$ cat src/rtl/sbus_alu_pkg.sv
`timescale 1ns/1ps
package sbus_alu_pkg;
    localparam int OP_N = 8;
    localparam int OP_IDX_W = $clog2(OP_N);

    typedef enum logic [OP_IDX_W-1:0] {
        OP_ADD = 3'd0,
        OP_AND = 3'd1,
        OP_XOR = 3'd2,
        OP_OR  = 3'd3,
        OP_SLL = 3'd4,
        OP_SLT = 3'd5,
        OP_SRL = 3'd6,
        OP_SUB = 3'd7
    } alu_op_e;
endpackage

$ cat src/rtl/sbus_alu_opdec.sv
`timescale 1ns/1ps
module sbus_alu_opdec
    import sbus_alu_pkg::*;
(
    input  logic            clk,
    input  logic            rst_n,
    input  logic [OP_N-1:0] sel_i,
    output alu_op_e         op_o,
    output logic            valid_o,
    output logic            err_o
);
    localparam int CNT_W = $clog2(OP_N + 1);

    logic [CNT_W-1:0] hits;
    logic [OP_IDX_W-1:0] idx;

    always_comb begin
        hits = '0;
        idx  = '0;
        for (int i = 0; i < OP_N; i++) begin
            if (sel_i[i]) begin
                hits = hits + CNT_W'(1);
                idx  = OP_IDX_W'(i);
            end
        end
    end

    assign op_o    = alu_op_e'(idx);
    assign valid_o = (hits == CNT_W'(1));
    assign err_o   = (hits > CNT_W'(1));

    // a multi-bit select must always raise the error
    p_multi_sel_err_r8: assert property (@(posedge clk) disable iff (!rst_n)
        ($countones(sel_i) > 1) |-> (err_o && !valid_o));

    // an empty select is neither valid nor an error
    p_empty_sel_r8: assert property (@(posedge clk) disable iff (!rst_n)
        (sel_i == '0) |-> (!err_o && !valid_o));
endmodule

$ cat src/rtl/sbus_alu_core.sv
`timescale 1ns/1ps
module sbus_alu_core
    import sbus_alu_pkg::*;
#(
    parameter int DATA_W = 32
) (
    input  logic              clk,
    input  logic              rst_n,
    input  alu_op_e           op_i,
    input  logic              valid_i,
    input  logic [DATA_W-1:0] left_i,
    input  logic [DATA_W-1:0] bus_i,
    output logic [DATA_W-1:0] result_o
);
    localparam int SH_W = $clog2(DATA_W);

    logic [SH_W-1:0] shamt;
    logic            lt_signed;

    assign shamt     = left_i[SH_W-1:0];
    assign lt_signed = ($signed(left_i) < $signed(bus_i));

    always_comb begin
        result_o = '0;
        if (valid_i) begin
            unique case (op_i)
                OP_ADD: result_o = left_i + bus_i;
                OP_AND: result_o = left_i & bus_i;
                OP_XOR: result_o = left_i ^ bus_i;
                OP_OR:  result_o = left_i | bus_i;
                OP_SLL: result_o = bus_i << shamt;
                OP_SLT: result_o = {{(DATA_W-1){1'b0}}, lt_signed};
                OP_SRL: result_o = bus_i >> shamt;
                OP_SUB: result_o = left_i - bus_i;
                default: result_o = '0;
            endcase
        end
    end

    // comparison result is a clean boolean word
    p_slt_bool_r3: assert property (@(posedge clk) disable iff (!rst_n)
        (valid_i && op_i == OP_SLT) |-> (result_o[DATA_W-1:1] == '0));

    // subtract and add are inverse with respect to the bus operand
    p_sub_inverse_r2: assert property (@(posedge clk) disable iff (!rst_n)
        (valid_i && op_i == OP_SUB) |-> ((result_o + bus_i) == left_i));
endmodule

$ cat src/rtl/sbus_alu_regs.sv
`timescale 1ns/1ps
module sbus_alu_regs #(
    parameter int DATA_W = 32
) (
    input  logic              clk,
    input  logic              rst_n,
    input  logic              y_load_i,
    input  logic              z_load_i,
    input  logic [DATA_W-1:0] bus_i,
    input  logic [DATA_W-1:0] result_i,
    output logic [DATA_W-1:0] y_o,
    output logic [DATA_W-1:0] z_o
);
    typedef struct packed {
        logic [DATA_W-1:0] y;
        logic [DATA_W-1:0] z;
    } regs_t;

    regs_t regs_d;
    regs_t regs_q;

    always_comb begin
        regs_d = regs_q;
        if (y_load_i) begin
            regs_d.y = bus_i;
        end
        if (z_load_i) begin
            regs_d.z = result_i;
        end
    end

    always_ff @(posedge clk) begin
        if (!rst_n) begin
            regs_q <= '0;
        end else begin
            regs_q <= regs_d;
        end
    end

    assign y_o = regs_q.y;
    assign z_o = regs_q.z;

    // Y follows the bus on a load strobe
    p_y_capture_r5: assert property (@(posedge clk) disable iff (!rst_n)
        y_load_i |=> (regs_q.y == $past(bus_i)));

    // Y is held without a load strobe
    p_y_hold_r5: assert property (@(posedge clk) disable iff (!rst_n)
        !y_load_i |=> $stable(regs_q.y));

    // Z is held without a load strobe
    p_z_hold_r6: assert property (@(posedge clk) disable iff (!rst_n)
        !z_load_i |=> $stable(regs_q.z));

    // Z takes the function result on a load strobe
    p_z_capture_r6: assert property (@(posedge clk) disable iff (!rst_n)
        z_load_i |=> (regs_q.z == $past(result_i)));
endmodule

$ cat src/rtl/sbus_alu.sv
`timescale 1ns/1ps
module sbus_alu
    import sbus_alu_pkg::*;
#(
    parameter int DATA_W = 32
) (
    input  logic              clk,
    input  logic              rst_n,
    input  logic [7:0]        op_sel,
    input  logic              y_load,
    input  logic              z_load,
    input  logic              y_drive,
    input  logic              z_drive,
    input  logic [DATA_W-1:0] bus_in,
    output logic [DATA_W-1:0] y_bus_out,
    output logic [DATA_W-1:0] z_bus_out,
    output logic              z_zero,
    output logic              op_err
);
    alu_op_e           op;
    logic              op_valid;
    logic [DATA_W-1:0] alu_res;
    logic [DATA_W-1:0] y_val;
    logic [DATA_W-1:0] z_val;

    sbus_alu_opdec u_opdec (
        .clk     (clk),
        .rst_n   (rst_n),
        .sel_i   (op_sel),
        .op_o    (op),
        .valid_o (op_valid),
        .err_o   (op_err)
    );

    sbus_alu_core #(.DATA_W(DATA_W)) u_core (
        .clk      (clk),
        .rst_n    (rst_n),
        .op_i     (op),
        .valid_i  (op_valid),
        .left_i   (y_val),
        .bus_i    (bus_in),
        .result_o (alu_res)
    );

    sbus_alu_regs #(.DATA_W(DATA_W)) u_regs (
        .clk      (clk),
        .rst_n    (rst_n),
        .y_load_i (y_load),
        .z_load_i (z_load),
        .bus_i    (bus_in),
        .result_i (alu_res),
        .y_o      (y_val),
        .z_o      (z_val)
    );

    assign y_bus_out = y_drive ? y_val : '0;
    assign z_bus_out = z_drive ? z_val : '0;
    assign z_zero    = (z_val == '0);

    // an error select forces a zero result
    p_err_zero_r8: assert property (@(posedge clk) disable iff (!rst_n)
        op_err |-> (alu_res == '0));

    // loading a zero result raises the flag next cycle
    p_zero_flag_r9: assert property (@(posedge clk) disable iff (!rst_n)
        (z_load && alu_res == '0) |=> z_zero);

    // loading a nonzero result clears the flag next cycle
    p_nonzero_flag_r9: assert property (@(posedge clk) disable iff (!rst_n)
        (z_load && alu_res != '0) |=> !z_zero);
endmodule

$ cat config.mk
export PLATFORM = sky130hd
export DESIGN_NAME = sbus_alu
export DESIGN_NICKNAME = d
export VERILOG_FILES = /design/src/rtl/sbus_alu_pkg.sv /design/src/rtl/sbus_alu_opdec.sv /design/src/rtl/sbus_alu_core.sv /design/src/rtl/sbus_alu_regs.sv /design/src/rtl/sbus_alu.sv
export SDC_FILE = /design/constraint.sdc
export NUM_CORES = 1
export LEC_CHECK = 0
export BUFFER_PORTS_ARGS = -buffer_cell sky130_fd_sc_hd__buf_2
export CORE_ASPECT_RATIO = 1.5
export CORE_MARGIN = 1.5
export CORE_UTILIZATION = 50
export DETAILED_ROUTE_END_ITERATION = 10
export GPL_ROUTABILITY_DRIVEN = 0
export PLACE_DENSITY = 0.69
export SLEW_MARGIN = 20
export SYNTH_ARGS = -nofsm -noshare
export SYNTH_HDL_FRONTEND = slang
export SYNTH_SLANG_ARGS = --single-unit
$ cat constraint.sdc
create_clock -name clk -period 14.8 [get_ports clk]
set_input_delay 2.96 -clock clk [delete_from_list [all_inputs] [get_ports clk]]
set_output_delay 2.96 -clock clk [all_outputs]
set_load 0.005 [all_outputs]
== Yosys cells after proc, flatten, opt, wreduce, memory -nomap -nowiden ==
Index checks and enable logic that the tools add are counted.

* Add/subtract/negate cells: 9
* Order comparisons: 2
* Equality and inequality tests: 8
* Shifts and indexed selects: 2
* Mux-type cells: 19
* Bitwise operators: 3
* Reduce and logical (&&, ||, !) cells: 2

{| class="wikitable"
|+ Operator list
! cell !! number
|-
| case mux 32 bit (8 select lines) || 1
|-
| 2-to-1 mux 32 bit || 3
|-
| adder 32 bit || 1
|-
| bitwise AND 32 bit || 1
|-
| zero test 32 bit || 1
|-
| less-than comparator 32 bit || 1
|-
| OR 32 bit || 1
|-
| << shifter 32 x 5 -> 32 bit || 1
|-
| >> shifter 32 x 5 -> 32 bit || 1
|-
| subtractor 32 bit || 1
|-
| XOR 32 bit || 1
|-
| 2-to-1 mux 4 bit || 7
|-
| adder 4 x 1 -> 4 bit, second input constant || 6
|-
| == test 3 bit, second input constant || 4
|-
| 2-to-1 mux 3 bit || 4
|-
| == test 3 x 2 -> 1 bit, second input constant || 2
|-
| == test 4 x 1 -> 1 bit, second input constant || 1
|-
| greater-than comparator 4 x 1 -> 1 bit, second input constant || 1
|-
| 2-to-1 mux 2 bit || 2
|-
| == test 3 x 1 -> 1 bit, second input constant || 1
|-
| zero test 3 bit || 1
|-
| adder 1 x 1 -> 2 bit, second input constant || 1
|-
| 2-to-1 mux 1 bit || 2
|}

* Register bits: 64
* Input port bits: 46
* Output and inout bits: 66
* Logic and storage cells: 47

== Longest topological paths before layout ==
Gate-level depths: netlist (run 1).

* Depth in word-level cells: 17
* Mapped depth: 20
* Depth with buffers taken out: 19

== Modules after synthesis ==
Synthesis (run 1) repeated with hierarchy kept, for this count alone.

* Cell total of the unflattened synthesis: 1,678
* Area, all modules: 11,872.6 um^2

{| class="wikitable"
|+ Modules (own cells, without submodules)
! module !! instances !! cells an instance !! area each (um^2) !! seq. area each (um^2)
|-
| sbus_alu_core || 1 || 1,301 || 8,210.4 || 0.0
|-
| sbus_alu_regs || 1 || 207 || 2,492.4 || 1,281.2
|-
| sbus_alu_opdec || 1 || 89 || 665.6 || 0.0
|-
| sbus_alu || 1 || 81 || 504.2 || 0.0
|}

== Worst setup path after synthesis (run 1) ==
OpenSTA, ideal clock, no wires.

* Kind: in2out
* Start point: input op_sel[0]
* End point: output op_err
* Arrival time: 6,213 ps
* Data required time: 11,840 ps
* Setup slack: 5,627 ps
* Stages on the path: 18
* Path buffers: 1
* Path through: inv_1 > ha_1 > buf_2 > xor2_2 > ha_1 > a21oi_1 > inv_1 > o221a_2 > or2_2 > mux2_2 > ha_1 > nand2_1 > xnor2_1 > xnor2_1 > and2_1 > o2111a_1 > a21o_1 > a22oi_1

* Cells in the longest elaborated chain, start to end: 16

{| class="wikitable"
|+ RTL lines
! what !! line !! text
|-
| start: declaration || sbus_alu.sv:9 || <nowiki>input logic [7:0] op_sel,</nowiki>
|-
| 2-to-1 mux 1 bit (*) || sbus_alu_opdec.sv:21 || <nowiki>if (sel_i[i]) begin</nowiki>
|-
| adder 1 x 1 -> 2 bit || sbus_alu_opdec.sv:22 || <nowiki>hits = hits + CNT_W'(1);</nowiki>
|-
| 2-to-1 mux 4 bit (*) || sbus_alu_opdec.sv:21 ||
|-
| adder 4 x 1 -> 4 bit || sbus_alu_opdec.sv:22 ||
|-
| 2-to-1 mux 4 bit (*) || sbus_alu_opdec.sv:21 ||
|-
| adder 4 x 1 -> 4 bit || sbus_alu_opdec.sv:22 ||
|-
| 2-to-1 mux 4 bit (*) || sbus_alu_opdec.sv:21 ||
|-
| adder 4 x 1 -> 4 bit || sbus_alu_opdec.sv:22 ||
|-
| 2-to-1 mux 4 bit (*) || sbus_alu_opdec.sv:21 ||
|-
| adder 4 x 1 -> 4 bit || sbus_alu_opdec.sv:22 ||
|-
| 2-to-1 mux 4 bit (*) || sbus_alu_opdec.sv:21 ||
|-
| adder 4 x 1 -> 4 bit || sbus_alu_opdec.sv:22 ||
|-
| 2-to-1 mux 4 bit (*) || sbus_alu_opdec.sv:21 ||
|-
| adder 4 x 1 -> 4 bit || sbus_alu_opdec.sv:22 ||
|-
| 2-to-1 mux 4 bit (*) || sbus_alu_opdec.sv:21 ||
|-
| greater-than comparator 4 x 1 -> 1 bit (*) || sbus_alu_opdec.sv:30 || <nowiki>assign err_o = (hits > CNT_W'(1));</nowiki>
|-
| end: declaration || sbus_alu.sv:18 || <nowiki>output logic op_err</nowiki>
|}

Every way passes the cells marked *; elsewhere a longest branch is shown, timed or not.

== Worst setup path in the final report (run 1) ==
* Start point: input op_sel[1]
* End point: output op_err

* Cells in the longest elaborated chain, start to end: 14

{| class="wikitable"
|+ RTL lines
! what !! line
|-
| 2-to-1 mux 4 bit (*) || sbus_alu_opdec.sv:21
|-
| adder 4 x 1 -> 4 bit || sbus_alu_opdec.sv:22
|-
| 2-to-1 mux 4 bit (*) || sbus_alu_opdec.sv:21
|-
| adder 4 x 1 -> 4 bit || sbus_alu_opdec.sv:22
|-
| 2-to-1 mux 4 bit (*) || sbus_alu_opdec.sv:21
|-
| adder 4 x 1 -> 4 bit || sbus_alu_opdec.sv:22
|-
| 2-to-1 mux 4 bit (*) || sbus_alu_opdec.sv:21
|-
| adder 4 x 1 -> 4 bit || sbus_alu_opdec.sv:22
|-
| 2-to-1 mux 4 bit (*) || sbus_alu_opdec.sv:21
|-
| adder 4 x 1 -> 4 bit || sbus_alu_opdec.sv:22
|-
| 2-to-1 mux 4 bit (*) || sbus_alu_opdec.sv:21
|-
| adder 4 x 1 -> 4 bit || sbus_alu_opdec.sv:22
|-
| 2-to-1 mux 4 bit (*) || sbus_alu_opdec.sv:21
|-
| greater-than comparator 4 x 1 -> 1 bit (*) || sbus_alu_opdec.sv:30
|}

Marks and branches as above.

==> qor.txt, run 1 <==
Post-route clock skew: 0.0141 ns
Crit path max-delay family: adder cells
Reg2Reg Depth: 12
CP bufs+invs: 4
WL/cell: 23.5 µm
Port buffer count: 111
# resized after CTS: 0
Final non-filler cell total: 1,942
Cell mode on critical path: ha_1
Final Max Slew Viols: 0
Area growth from synthesis to layout: 7.63%
Hold path start: u_regs.z_o[18]$_SDFFE_PN0P_
Final Total Pwr: 0.880 mW
Yosys reg bits: 64
Max Fanout on Critical Path: 9
Pre-antenna DRT Iters: 10
R2r setup slk: 9.54 ns
Pre-CTS setup slack: 5.01 ns
Initial core utilization: 51.4%
Via density: 6.81
DR vias: 13,200
Synth async-reset ratio: 0%
Iteration-0 DRC Markers: 1,761
DRC violations left: 0
Mux share of post-synthesis cell area: 17.7%
N_diodes: 0
Worst hold margin: 0.475 ns
Post-route ant nets: 0
Max-cap violation count: 0
Largest net degree at the start of global routing: 64
Worst-margin pin slew: 1.31 ns
Mapped Nets: 1,758
Vias in the first global route: 12,100
Initial antenna violation count: 0
Ports: 112
TNS Setup: 0 ns
RSZ-0062 raised after global routing: false
Num rows: 68
Hold Path End: u_regs.z_o[18]$_SDFFE_PN0P_
EDFF count, synth: 0
Hold path depth: 2
Fin nets: 1,774
Total grt overflow: 0
Worst path required time: 11.84 ns
Clock Latency Late Sink: 0.36 ns
Worst Setup End Kind: output pin
Final hold vios: 0
Cts bufs inserted: 9
CTS Sinks: 64
Final period util: 66.6%
CP Class: in -> out
Core area: 0.0231 mm²
Fill cells: 2,249
Post-placement cell area: 0.0125 mm²
Final min period: 9.85 ns
Cell area power density: 68.8 mW/mm²
Critical path's largest stage delay: 0.42 ns
Final core utilization: 55.3%
Worst Path Arrival: 6.89 ns
Synthesized-area fraction occupied by adder cells: 11.3%
Compound-gate portion of the synthesized area: 26.9%
Largest family of logic cells by synthesized area: compound AO/OA/AOI/OAI gates
WL final: 45,700 µm
Crit-path cells: buf_2 > inv_1 > ha_1 > xor2_2 > ha_1 > a21oi_1 > inv_1 > o221a_2 > or2_2 > mux2_2 > ha_1 > nand2_1 > xnor2_1 > xnor2_1 > and2_1 > o2111a_1 > a21o_1 > a22oi_1 > buf_2
Post-Synth XOR/XNOR Area: 2.97%
Slowest CP cell: ha_1
GRT Total Usage: 36.3%
First-pass GRT wire length: 68,700 µm
Netlist cell types: 83
Chip height: 192 µm
Die X: 129 µm
Postcts setup bufs: 0
Root Buffer: clkbuf_16
Hold_buf cts: 0
CTS tree: yes
Die footprint: 0.0247 mm²
Fmax: 101 MHz
Slew HR: 11.5%
Clock transition at path regs: 0.06 ns
Status: finished clean
Clk buf depth: 2
Setup Viol. Count Final: 0
Layout cells sized above 1: 14.6%
Inst Count DP: 1,926
Worst Slack Setup Final: 4.95 ns
Worst hold path type: reg -> reg
Top_reg_cell synth: dfxtp_1
H-tree depth: 3
DP HPWL: 33,900 µm
Leakage: 5.59 nW
Cells after synthesis: 1,606
Worst reg2reg startpoint: u_regs.y_o[3]$_SDFFE_PN0P_
Simple-Gate Fraction of Synth Area: 22.6%
Synth warnings: 0
Cell Area, Synth: 0.0119 mm²
Crit path launch type: input pin
Register area share after synthesis: 10.8%
R2r endpoint: u_regs.z_o[31]$_SDFFE_PN0P_
Cell area after layout: 0.0128 mm²
Syn Area/Cell: 7.40 µm²
Worst IR Drop VDD: 0.0566 mV
==> how the worst max path moves through the flow <==
stage          slack [ns]       from  cells after the start  endpoint
2_1_floorplan        5.63  op_sel[0]                     18    op_err
3_3_place_gp         5.16  op_sel[1]                     19    op_err
3_5_place_dp         5.01  op_sel[1]                     19    op_err
4_1_cts              4.99  op_sel[1]                     19    op_err
5_1_grt              4.68  op_sel[1]                     19    op_err
6_report             4.95  op_sel[1]                     19    op_err
==> cells in the mapped netlist, types with 7 or more instances <==
library cell	n	area share, %
a211oi_1	19	1.2
a21o_1	19	1.2
a21oi_1	123	5.2
a221oi_1	10	0.74
a22o_1	8	0.59
a31oi_1	15	0.79
a32o_1	15	1.3
and2_1	68	3.6
and3_1	7	0.37
buf_1	19	0.60
buf_2	17	0.72
clkbuf_1	83	2.6
dfxtp_1	64	11
ha_1	104	11
inv_1	106	3.3
mux2_2	8	0.76
mux2i_1	89	7.5
mux4_2	50	9.5
nand2_1	107	3.4
nand2b_1	12	0.63
nand3_1	38	1.6
nor2_1	187	5.9
nor2b_1	46	2.4
nor3_1	40	1.7
nor4_1	15	0.79
o211ai_1	19	1.2
o21a_1	8	0.51
o21ai_0	66	2.8
o21ai_1	9	0.38
o221ai_1	26	1.9
o22ai_1	20	1.1
o31ai_1	15	0.95
o32ai_1	7	0.52
or2_2	10	0.53
or3_1	10	0.53
xnor2_1	24	1.8
==> layout make-up <==
type	count	area, µm²	area share [%]
sequential	64	1290	10.1
multi-input combinational	1307	9710	75.9
timing repair buffer	128	683	5.34
tap	315	394	3.08
inverter	112	420	3.29
clock buffer	12	268	2.09
clock inverter	4	26.3	0.205
==> cell families after synthesis <==
kind of cell	count (synthesis)
simple gates	557
mux	147
buf+inv	235
compound gates	463
fa+ha+maj	106
xor+xnor	34
flops	64
==> worst register-to-register path: stages, from the launching register on <==
cell,delay (ns)
dfxtp_2,0.38
buf_4,0.52
inv_2,0.44
ha_1,0.53
nor2_1,0.09
o211ai_1,0.22
a211oi_1,0.17
o41ai_2,0.59
o31ai_1,0.28
a211oi_2,0.46
o211ai_1,0.16
a2111oi_0,1.05
o31ai_1,0.18
==> flip-flops by register name, indices dropped and copies added, names as in the netlist <==
signal and count:
u_regs.y_o 32, u_regs.z_o 32
==> cell usage in the layout (no fill, tap or decap), drive strengths merged, types with 8 or more instances in the layout <==
| cell type | instances |
|---|---|
| nor3 | 40 |
| xnor2 | 25 |
| nand2 | 107 |
| or3 | 10 |
| mux2 | 8 |
| a211oi | 20 |
| nand2b | 12 |
| clkinv | 8 |
| o221ai | 26 |
| clkbuf | 12 |
| dfxtp | 64 |
| a221oi | 10 |
| o22ai | 20 |
| inv | 107 |
| nand3 | 38 |
| buf | 128 |
| a21oi | 123 |
| mux4 | 50 |
| nor2 | 187 |
| a22o | 8 |
| nor4 | 17 |
| or2 | 10 |
| and2 | 68 |
| o211ai | 19 |
| o21ai | 75 |
| a21o | 19 |
| o31ai | 15 |
| nor2b | 46 |
| a32o | 15 |
| ha | 104 |
| o21a | 8 |
| mux2i | 89 |
| a31oi | 15 |
==> metal layers <==
| layer | up-vias | GRT usage, % | part of all wire [%] | wire length [µm] |
|---|---|---|---|---|
| met2 | 878 | 58.2 | 45 | 20400 |
| met4 | 0 | 23.6 | 7.7 | 3520 |
| li1 | 5915 | - | - | - |
| met1 | 6171 | 44.5 | 37 | 16900 |
| met3 | 253 | 6.60 | 11 | 4820 |
| met5 | - | 0 | 0 | 0 |
==> power by group <==
| part | switching (mW) | internal [mW] |
|---|---|---|
| Sequential | 0.0154 | 0.182 |
| Clock | 0.0910 | 0.128 |
| Combinational | 0.292 | 0.172 |
(Power assumes the default switching activity.)
==> inputs of run 2 (changes only) <==
clock period = 10.3 ns   (was 14.8 ns; I/O delays follow)
==> qor.txt, run 2 (synthesis results as in run 1) <==
Status: finished clean (unchanged)
DP HPWL: 33,600 µm (was 33,900 µm)
Initial core utilization: 51.4% (unchanged)
Final Total Pwr: 1.30 mW (was 0.880 mW)
Inst Count DP: 1,925 (was 1,926)
Hold_buf cts: 0 (unchanged)
CTS Sinks: 64 (unchanged)
Worst hold margin: 0.463 ns (was 0.475 ns)
Clock transition at path regs: 0.06 ns (about the same)
Clock Latency Late Sink: 0.37 ns (was 0.36 ns)
WL/cell: 23.2 µm (was 23.5 µm)
Most common cell after layout, fill and taps aside: nor2_1 (unchanged)
Fin nets: 1,773 (was 1,774)
Final Max Slew Viols: 0 (unchanged)
Core area: 0.0231 mm² (unchanged)
Worst hold path type: reg -> reg (unchanged)
Cell area after layout: 0.0128 mm² (about the same)
WL final: 45,100 µm (was 45,700 µm)
Post-route clock skew: 0.0183 ns (was 0.0141 ns)
CTS tree: yes (unchanged)
Total grt overflow: 0 (unchanged)
Worst IR Drop VDD: 0.0891 mV (was 0.0566 mV)
Cts bufs inserted: 9 (unchanged)
Chip height: 192 µm (unchanged)
Setup Viol. Count Final: 0 (unchanged)
Postcts setup bufs: 0 (unchanged)
CP Class: in -> out (unchanged)
Final core utilization: 55.4% (was 55.3%)
Die X: 129 µm (unchanged)
Final period util: 77.9%
Worst Path Arrival: 5.96 ns (was 6.89 ns)
Pre-CTS setup slack: 2.30 ns (was 5.01 ns)
Initial antenna violation count: 0 (unchanged)
Slew HR: 23.6% (was 11.5%)
Worst-margin pin slew: 1.15 ns (was 1.31 ns)
Cell area power density: 101 mW/mm² (was 68.8 mW/mm²)
Via density: 6.74 (was 6.81)
Worst path required time: 8.24 ns (was 11.84 ns)
# resized after CTS: 0 (unchanged)
RSZ-0062 raised after global routing: false (unchanged)
Final hold vios: 0 (unchanged)
N_diodes: 0 (unchanged)
Final non-filler cell total: 1,941 (was 1,942)
Max-cap violation count: 0 (unchanged)
Iteration-0 DRC Markers: 1,969 (was 1,761)
Pre-antenna DRT Iters: 7 (was 10)
Clk buf depth: 2 (unchanged)
Worst Slack Setup Final: 2.28 ns (was 4.95 ns)
Post-placement cell area: 0.0125 mm² (about the same)
Ports: 112 (unchanged)
Root Buffer: clkbuf_16 (unchanged)
Area growth from synthesis to layout: 7.93% (was 7.63%)
DR vias: 13,100 (was 13,200)
Most frequent cells in the layout: 186 x nor2_1, 123 x a21oi_1, 111 x buf_2, 107 x nand2_1, 105 x inv_1 (unchanged)
Layout cells sized above 1: 14.6% (about the same)
DRC violations left: 0 (unchanged)
Largest net degree at the start of global routing: 72 (was 64)
First-pass GRT wire length: 67,400 µm (was 68,700 µm)
Num rows: 68 (unchanged)
Die footprint: 0.0247 mm² (unchanged)
Worst Setup End Kind: output pin (unchanged)
Port buffer count: 111 (unchanged)
TNS Setup: 0 ns (unchanged)
Crit path launch type: input pin (unchanged)
H-tree depth: 3 (unchanged)
Vias in the first global route: 11,800 (was 12,100)
GRT Total Usage: 35.8% (was 36.3%)
Post-route ant nets: 0 (unchanged)
Fmax: 125 MHz
Final min period: 8.02 ns
Leakage: 5.60 nW (was 5.59 nW)
Max Fanout on Critical Path: 9 (unchanged)
## run 2: cell types whose count changed in the layout (fill, tap and decap cells not counted)
cell and change:
clkbuf_8 +2, buf_4 -1, clkinvlp_4 +1, bufinv_16 +1, clkbuf_1 -1, clkinv_2 -2, clkinv_4 -1
## run 2: worst paths after layout
path              cells past startpoint  slack [ns]                   startpoint                           to
hold / removal                        2        0.46  u_regs.z_o[18]$_SDFFE_PN0P_  u_regs.z_o[18]$_SDFFE_PN0P_
setup / recovery                     19        2.28                    op_sel[1]                       op_err
hold reg to reg                       2        0.46  u_regs.z_o[18]$_SDFFE_PN0P_  u_regs.z_o[18]$_SDFFE_PN0P_
setup reg to reg                     12        5.23   u_regs.y_o[3]$_SDFFE_PN0P_  u_regs.z_o[31]$_SDFFE_PN0P_
## run 2: layout make-up
type	instances	area, µm²
clock buffer	13	292
clock inverter	3	45.0
fill	2276	10300
inverter	112	420
multi-input combinational	1307	9710
sequential	64	1290
tap	315	394
timing repair buffer	127	676
## run 2: where the power goes
group / total (mW) / internal (mW) / switching (mW)
clock network: 0.353 / 0.222 / 0.131
registers: 0.281 / 0.262 / 0.0193
logic: 0.664 / 0.247 / 0.418
total: 1.30 / 0.730 / 0.568
## run 2: routing by layer
metal / wire length (µm) / global-route usage (%) / up-vias
met4: 3130 / 20.4 / 0
met2: 20400 / 58.3 / 846
met5: 0 / 0 / -
li1: - / - / 5917
met1: 17000 / 44.1 / 6113
met3: 4450 / 6.49 / 216
## run 2: critical path, cell delays in order
cell,delay (ns)
buf_2,0.11
inv_1,0.06
ha_1,0.44
xor2_2,0.40
ha_1,0.33
nand3_1,0.10
mux2i_1,0.08
a31o_2,0.27
nor2_1,0.19
inv_1,0.09
ha_1,0.21
nand2b_1,0.14
mux2i_1,0.15
a31oi_1,0.12
o32ai_1,0.63
o2111a_1,0.29
a21o_1,0.09
a22oi_1,0.05
buf_2,0.15
